==> config.mk <==
export PLATFORM = sky130hd
export DESIGN_NAME = dual_ppi_io
export DESIGN_NICKNAME = d
export VERILOG_FILES = /design/src/rtl/dppi_pkg.sv /design/src/rtl/dppi_ctrl.sv /design/src/rtl/dppi_datapath.sv /design/src/rtl/dual_ppi_io.sv
export SDC_FILE = /design/constraint.sdc
export NUM_CORES = 1
export LEC_CHECK = 0
export ABC_AREA = 0
export BUFFER_PORTS_ARGS = -buffer_cell sky130_fd_sc_hd__buf_2
export CAP_MARGIN = 20
export CORE_ASPECT_RATIO = 0.6
export CORE_UTILIZATION = 38
export CTS_BUF_LIST = sky130_fd_sc_hd__clkbuf_4
export CTS_CLUSTER_DIAMETER = 50
export DETAILED_ROUTE_END_ITERATION = 7
export SYNTH_ARGS = -nofsm -noshare
export SYNTH_HDL_FRONTEND = slang
export SYNTH_HIERARCHICAL = 1
export SYNTH_SLANG_ARGS = --single-unit
==> constraint.sdc <==
create_clock -name clk -period 2.16 [get_ports clk]
set_input_delay 0.432 -clock clk [delete_from_list [all_inputs] [get_ports clk]]
set_output_delay 0.432 -clock clk [all_outputs]
set_load 0.05 [all_outputs]
==> src/rtl/dppi_pkg.sv <==
package dppi_pkg;
  localparam int UNITS      = 2;
  localparam int BYTE_W     = 8;
  localparam int PORTS      = 3;
  localparam int UNIT_W     = PORTS * BYTE_W;
  localparam int LINES      = UNITS * UNIT_W;
  localparam int UNIT_SEL_W = (UNITS > 1) ? $clog2(UNITS) : 1;
  localparam int ADDR_W     = UNIT_SEL_W + 2;

  typedef struct packed {
    logic [UNITS-1:0][PORTS-1:0] portWr;
    logic [UNITS-1:0]            modeWr;
    logic [UNITS-1:0]            bitWr;
    logic [BYTE_W-1:0]           data;
  } strobe_t;
endpackage

==> src/rtl/dppi_ctrl.sv <==
module dppi_ctrl
  import dppi_pkg::*;
(
  input  logic              clk,
  input  logic              rstN,
  input  logic [ADDR_W-1:0] busAddr,
  input  logic              busWr,
  input  logic [BYTE_W-1:0] busWdata,
  output strobe_t           strb
);
  logic [UNIT_SEL_W-1:0] unitIdx;
  logic [1:0]            regIdx;

  assign unitIdx = busAddr[ADDR_W-1:2];
  assign regIdx  = busAddr[1:0];

  always_comb begin
    strb      = '0;
    strb.data = busWdata;
    if (busWr) begin
      if (regIdx == 2'd3) begin
        if (busWdata[BYTE_W-1]) strb.modeWr[unitIdx] = 1'b1;
        else                    strb.bitWr[unitIdx]  = 1'b1;
      end else begin
        strb.portWr[unitIdx][regIdx] = 1'b1;
      end
    end
  end


  strobe_onehot_chk: assert property (@(posedge clk) disable iff (!rstN)
    $onehot0({strb.portWr, strb.modeWr, strb.bitWr}));


  idle_quiet_chk: assert property (@(posedge clk) disable iff (!rstN)
    !busWr |-> ({strb.portWr, strb.modeWr, strb.bitWr} == '0));
endmodule

==> src/rtl/dppi_datapath.sv <==
module dppi_datapath
  import dppi_pkg::*;
#(
  parameter int SYNC_STAGES = 2
)(
  input  logic              clk,
  input  logic              rstN,
  input  strobe_t           strb,
  input  logic [ADDR_W-1:0] busAddr,
  input  logic              busRd,
  input  logic [LINES-1:0]  pinIn,
  output logic [BYTE_W-1:0] busRdata,
  output logic [LINES-1:0]  pinOut,
  output logic [LINES-1:0]  pinOe
);
  localparam int NIB = BYTE_W / 2;

  logic [SYNC_STAGES-1:0][LINES-1:0] syncPipe;
  logic [UNITS-1:0][PORTS-1:0][BYTE_W-1:0] portView;

  always_ff @(posedge clk) begin
    if (!rstN) syncPipe <= '0;
    else begin
      syncPipe[0] <= pinIn;
      for (int s = 1; s < SYNC_STAGES; s++) syncPipe[s] <= syncPipe[s-1];
    end
  end

  for (genvar u = 0; u < UNITS; u++) begin : g_unit
    logic [PORTS-1:0][BYTE_W-1:0] latch;
    logic dirA, dirB, dirCu, dirCl;
    logic [UNIT_W-1:0] inMask;
    logic [BYTE_W-1:0] portCOut;

    always_ff @(posedge clk) begin
      if (!rstN) begin
        latch <= '0;
        dirA  <= 1'b1;
        dirB  <= 1'b1;
        dirCu <= 1'b1;
        dirCl <= 1'b1;
      end else if (strb.modeWr[u]) begin
        latch <= '0;
        dirA  <= strb.data[4];
        dirB  <= strb.data[1];
        dirCu <= strb.data[3];
        dirCl <= strb.data[0];
      end else if (strb.bitWr[u]) begin
        latch[2][strb.data[3:1]] <= strb.data[0];
      end else begin
        for (int p = 0; p < PORTS; p++)
          if (strb.portWr[u][p]) latch[p] <= strb.data;
      end
    end

    assign inMask = {{NIB{dirCu}}, {NIB{dirCl}}, {BYTE_W{dirB}}, {BYTE_W{dirA}}};
    assign pinOut[u*UNIT_W +: UNIT_W] = latch;
    assign pinOe[u*UNIT_W +: UNIT_W]  = ~inMask;
    assign portView[u] = (latch & ~inMask)
                       | (syncPipe[SYNC_STAGES-1][u*UNIT_W +: UNIT_W] & inMask);
    assign portCOut = pinOut[u*UNIT_W + 2*BYTE_W +: BYTE_W];


    mode_clear_chk: assert property (@(posedge clk) disable iff (!rstN)
      strb.modeWr[u] |=> (pinOut[u*UNIT_W +: UNIT_W] == '0));


    dir_hold_chk: assert property (@(posedge clk) disable iff (!rstN)
      !strb.modeWr[u] |=> $stable(pinOe[u*UNIT_W +: UNIT_W]));


    port_load_chk: assert property (@(posedge clk) disable iff (!rstN)
      strb.portWr[u][0] |=> (pinOut[u*UNIT_W +: BYTE_W] == $past(strb.data)));


    bit_cmd_chk: assert property (@(posedge clk) disable iff (!rstN)
      strb.bitWr[u] |=> (portCOut[$past(strb.data[3:1])] == $past(strb.data[0])));
  end

  logic [UNIT_SEL_W-1:0] rdUnit;
  logic [1:0]            rdReg;
  assign rdUnit = busAddr[ADDR_W-1:2];
  assign rdReg  = busAddr[1:0];

  always_comb begin
    if (!busRd)              busRdata = '0;
    else if (rdReg == 2'd3)  busRdata = '1;
    else                     busRdata = portView[rdUnit][rdReg];
  end
endmodule

==> src/rtl/dual_ppi_io.sv <==
module dual_ppi_io
  import dppi_pkg::*;
#(
  parameter int SYNC_STAGES = 2
)(
  input  logic              clk,
  input  logic              rstN,
  input  logic [ADDR_W-1:0] busAddr,
  input  logic              busWr,
  input  logic              busRd,
  input  logic [BYTE_W-1:0] busWdata,
  output logic [BYTE_W-1:0] busRdata,
  input  logic [LINES-1:0]  pinIn,
  output logic [LINES-1:0]  pinOut,
  output logic [LINES-1:0]  pinOe
);
  strobe_t strb;

  dppi_ctrl u_ctrl (
    .clk      (clk),
    .rstN     (rstN),
    .busAddr  (busAddr),
    .busWr    (busWr),
    .busWdata (busWdata),
    .strb     (strb)
  );

  dppi_datapath #(.SYNC_STAGES(SYNC_STAGES)) u_dp (
    .clk      (clk),
    .rstN     (rstN),
    .strb     (strb),
    .busAddr  (busAddr),
    .busRd    (busRd),
    .pinIn    (pinIn),
    .busRdata (busRdata),
    .pinOut   (pinOut),
    .pinOe    (pinOe)
  );
endmodule

-- Word level (Yosys, flattened, before mapping)
Cells that the tools add are included.
- bits in registers: 152
- output and inout port bits: 104
- $lt $le $gt $ge: 6
- equal/unequal tests: 1
- multiplexer cells: 25
- bitwise operators: 11
- reductions and logical operators: 11
- operator list (kind ; count):
    $and 24x24->24 ; 4
    $mux 8 ; 7
    $mux 24 ; 2
    $not 24->24 ; 2
    $or 24x24->24 ; 2
    $bmux 8 s2 ; 1
    $bwmux 8 ; 2
    $mux 10 ; 1
    $reduce_and 2->1 ; 4
    $mux 6 ; 1
    $lt 3x4->1 const B ; 1
    $mux 2 ; 2
    $mux 4 ; 1
    $reduce_bool 2->1 ; 2
    $reduce_or 2->1 ; 2
    $demux 1 s3 ; 1
    $demux 3 s1 ; 1
    $ge 3x1->1 const B ; 1
    $logic_and 1x1->1 ; 3
    $lt 2x3->1 const B ; 1
    $mux 1 ; 3
    $mux 3 ; 1
    $not 1->1 ; 3
    $demux 1 s2 ; 1
    other kinds (5) ; 5

-- Logic depth before layout (Yosys ltp)
- word-level depth: 10
- depth in mapped cells: 6
- mapped depth without buffers: 5

-- By module
Netlist, hierarchy kept.
- by module, submodules not included (module ; instances ; cells an instance ; area an instance (um2) ; sequential area each (um2)):
    dppi_datapath ; 1 ; 604 ; 6142.1 ; 3042.9
    dppi_ctrl ; 1 ; 24 ; 145.1 ; 0.0

-- Worst setup path after synthesis
OpenSTA, ideal clock, no wires.
- kind: reg-to-output
- from: register u_dp.g_unit[0].latch, in the netlist u_dp/pinOut[9]
- to: output port busRdata[1]
- arrival time: 2.500 ns
- setup slack: -0.772 ns
- cell stages (with the launch flop): 4
- cells stage by stage: dfxtp_1 mux2_2 o22ai_1 nor4_1
- word-level cells in the longest chain between the ends: 8
- ends and longest elaborated chain (element ; line ; RTL):
    from (decl) ; dppi_datapath.sv:30 ; logic [PORTS-1:0][BYTE_W-1:0] latch;
    from (signal, indexed assignment) ; dppi_datapath.sv:49 ; latch[2][strb.data[3:1]] <= strb.data[0];
    from (signal, indexed assignment) ; dppi_datapath.sv:52 ; if (strb.portWr[u][p]) latch[p] <= strb.data;
    $and 24x24->24 ; dppi_datapath.sv:59 ; assign portView[u] = (latch & ~inMask)
    $or 24x24->24 ; dppi_datapath.sv:60 ; | (syncPipe[SYNC_STAGES-1][u*UNIT_W +: UNIT_W] & inMask);
    $mux 24 (not written as such) (2 in a row) ; dppi_datapath.sv:88 ; else busRdata = portView[rdUnit][rdReg];
    $bmux 8 s2 ; dppi_datapath.sv:88 ;
    $mux 8 (not written as such) ; dppi_datapath.sv:88 ;
    $mux 8 ; dppi_datapath.sv:87 ; else if (rdReg == 2'd3) busRdata = '1;
    $mux 8 ; dppi_datapath.sv:86 ; if (!busRd) busRdata = '0;
    to (decl) ; dual_ppi_io.sv:12 ; output logic [BYTE_W-1:0] busRdata,
Every way passes these cells. The select of a mux whose other input is x is not followed.

-- Worst setup path in the final report
- from: register u_dp.g_unit[1].dirA
- to: output port busRdata[5]
- word-level cells in the longest chain between the ends: 9
- elaborated cells on any way between the ends: 10
- ends and longest elaborated chain (element ; line ; RTL):
    from (decl) ; dppi_datapath.sv:31 ; logic dirA, dirB, dirCu, dirCl;
    from (signal assigned) ; dppi_datapath.sv:44 ; dirA <= strb.data[4];
    $not 24->24 ; dppi_datapath.sv:59 ;
    $and 24x24->24 ; dppi_datapath.sv:59 ;
    $or 24x24->24 * ; dppi_datapath.sv:60 ;
    $mux 24 (not written as such) * (2 in a row) ; dppi_datapath.sv:88 ;
    $bmux 8 s2 * ; dppi_datapath.sv:88 ;
    $mux 8 (not written as such) * ; dppi_datapath.sv:88 ;
    $mux 8 * ; dppi_datapath.sv:87 ;
    $mux 8 * ; dppi_datapath.sv:86 ;
Mark *: on every way between the ends. The rest lies on a longest branch, timed or not. The select of a mux whose other input is x is not followed.

==> results.md <==
* Area Growth Syn to Fin at 25.8%
* Post-synthesis cell area at about 6300 sq um
* Top-count cell post-synth: dfxtp_1
* Min Tclk post-route at 2.27 ns
* Post-DR vias/cell at around 5.1
* Starting DRC count in detailed routing at 406
* Root Buffer Master: clkbuf_4
* Crit path kind: register to output port
* Power density cells at approximately 690 nW/um^2
* Setup_tns at -0.810 ns
* Total number of vias at 4936
* Share of cells above drive strength 1 at 43.9%
* Critical Path AT at 1.84 ns
* Worst EP required at approximately 1.7 ns
* Setup violation total in the final timing report at 8
* H-tree depth at 4
* CTS Sinks at 152
* Num ports at 167
* Syn avg cell area at between 10 and 15 sq um
* Row count at 35
* Syn Nets at 691
* Post-route ant nets at 0
* Placed Cells at around 940
* Cell-internal power at 3.81 mW
* Failing checks: negative setup slack
* Largest cells by area after synthesis: dfxtp_1, and2_1, mux2_2
* List of most frequent post-synthesis cells: dfxtp_1, and2_1, buf_4
* RSZ-0062 raised after global routing: true
* N_diodes at 0
* Cell Count, Final, Fillers Out at 969
* GRT Overall Usage at around 23%
* Top cell type by total area after synthesis: dfxtp_1
* Seq pwr share at 54.0%
* Seq/Total Area, Yosys at between 40% and 50%
* Vias in the first global route at ~4700
* Critical Path Fanout Max at 5
* Largest net degree at the start of global routing at 99
* Final Hold Fails at 0
* Comb power frac at 14.8%
* Top FF cell, synth: dfxtp_1
* Worst Max-Slew Pin Slew at 0.640 ns
* NetSw at 1.68 mW
* Worst Setup Start Kind: register
* Initial antenna violation count at 0
* Max Clk Rate at between 0.4 and 0.5 GHz
* Fin. max-slew vios at 0
* Maxcap violations at 0
* Async set or reset register ratio after synthesis at 0%
* #FFs+latches synth at 152
* Final wirelength at ~19000 um
* Status: finished, violations left
* IO Port Bufs at 166
* PnR worst setup slack at -0.115 ns
* Ys Warns at 6
* HP Class: input port to register
* Worst Skew at 0.0186 ns
* Clock Pin Slew Worst Setup and Hold Paths at 0.14 ns
* Static leakage at between 3 and 4 nW
* Initial Utilization at 39.9%
* CTS Hold Bufs at 0
* Slew headroom at 57.2%
* First-pass DRT Iterations at 5
* Peak VDD IR at 0.000293 V
* Share of the synthesized area in the top cell type at 48.4%
* Netlist cell types at 39
* Global route overflow at 0
* Cell count after synthesis at 628
* Routability-driven placement congestion ratio at 0.866
* Die area at between 15000 and 20000 sq um
* Clk buf depth at 2
* Final Cycle Share at 105%
* Crit path capture type: output port
* Wirelength per Cell at 19.7 um
* DRC Markers at 0
* NumNets Final at 816
* Num CTS Buffers at 17
* DP HPWL at 14000 um
* Post-synth EDFFs at 0
* Die Wd at between 150 and 200 um
* Switching part of the total at between 30% and 40%
* First-pass GRT wire length at around 28000 um
* DIE HEIGHT at between 100 and 150 um
* Clock share of power at 31.2%
* Area of the core at 15800 sq um
* CTS tree: done
* Clock latency on the worst-skew pair at 0.53 ns
[cells by family after synthesis]
kind of cell	Yosys count	share of synthesized area, %
flip-flops	152	48.4
buffers and inverters	101	9.89
AO/OA/AOI/OAI	74	8.50
AND/OR/NAND/NOR	237	22.2
multiplexers	64	11.0
[repair_timing]
action | in CTS | in global routing
resized for setup | 87 | 36
setup buffers | 5 | 4
endpoints found under the setup margin | 16 | 8
endpoints found under the hold margin | 0 | 0
pin swaps | 7 | 6
[power by group through the flow]
stage                     logic (mW)  registers [mW]  clock network, mW
after global routing           0.856            2.98               1.89
after floorplan                0.463            3.08                  0
after CTS                      0.783            2.96               1.77
after global placement         0.727            3.03                  0
final                          0.811            2.97               1.71
after detailed placement       0.732            3.03                  0
[state kept, by name, indices dropped and copies added, names as in the netlist]
register / count
u_dp/g_unit.dirA: 2
u_dp/g_unit.dirB: 2
u_dp/g_unit.dirCl: 2
u_dp/g_unit.dirCu: 2
u_dp/g_unit.portCOut: 16
u_dp/pinOut: 32
u_dp/syncPipe: 96
[routing by layer]
layer,vias to the layer above,GRT usage [%],wire [um]
met2,217,31.4,7760
met5,-,0,0
met4,0,7.41,204
li1,2358,-,-
met3,12,6.25,1380
met1,2349,33.2,9790
[critical path, cell delays in order (launching register included)]
cell     delay, ns
dfxtp_4       0.45
buf_6         0.12
mux2_2        0.34
o22ai_2       0.19
nor4_4        0.05
buf_6         0.16
[layout make-up]
type	count	area, sq um
Fill cell	1462	7860
Multi-Input combinational cell	375	3100
Sequential cell	152	3070
Timing Repair Buffer	198	1190
Tap cell	203	254
Clock inverter	15	141
Clock buffer	17	128
Inverter	9	33.8
[metrics by stage]
stage	setup WS (ns)	power, mW	hold slack [ns]	cell area [sq um]	util (%)
2_1_floorplan	0.0831	3.54	0.412	6410	-
3_3_place_gp	-0.0198	3.76	0.417	7210	45.7
3_5_place_dp	-0.0785	3.76	0.418	7210	45.7
4_1_cts	-0.157	5.51	0.0364	7770	49.3
5_1_grt	-0.215	5.72	0.0148	7910	50.2
6_report	-0.115	5.49	0.0905	7910	50.2
[cells in the final DEF (no fill, tap or decap), types with 9 or more instances in the layout]
master / Yosys / routed
mux2_4: 0 / 18
buf_2: 19 / 158
clkbuf_4: 0 / 17
and2_1: 96 / 96
nor3b_1: 12 / 12
buf_4: 54 / 23
buf_6: 2 / 11
inv_1: 9 / 9
mux2_2: 40 / 22
nor2_1: 37 / 37
nand2_1: 27 / 27
o22ai_2: 0 / 10
dfxtp_1: 152 / 144
mux2i_1: 24 / 24
a21oi_1: 10 / 10
[path summary, 6_finish.rpt]
path	from	end	slack, ns	depth (start not counted)
min	pinIn[6]	u_dp/syncPipe[6]	0.09	2
min reg2reg	u_dp/syncPipe[0]	u_dp/syncPipe[48]	0.44	1
max	u_dp/g_unit[1].dirA	busRdata[5]	-0.11	5
max reg2reg	u_dp/g_unit[0].portCOut[7]	u_dp/g_unit[0].portCOut[7]	1.11	4
No activity file was read; power rests on OpenSTA's default activity.
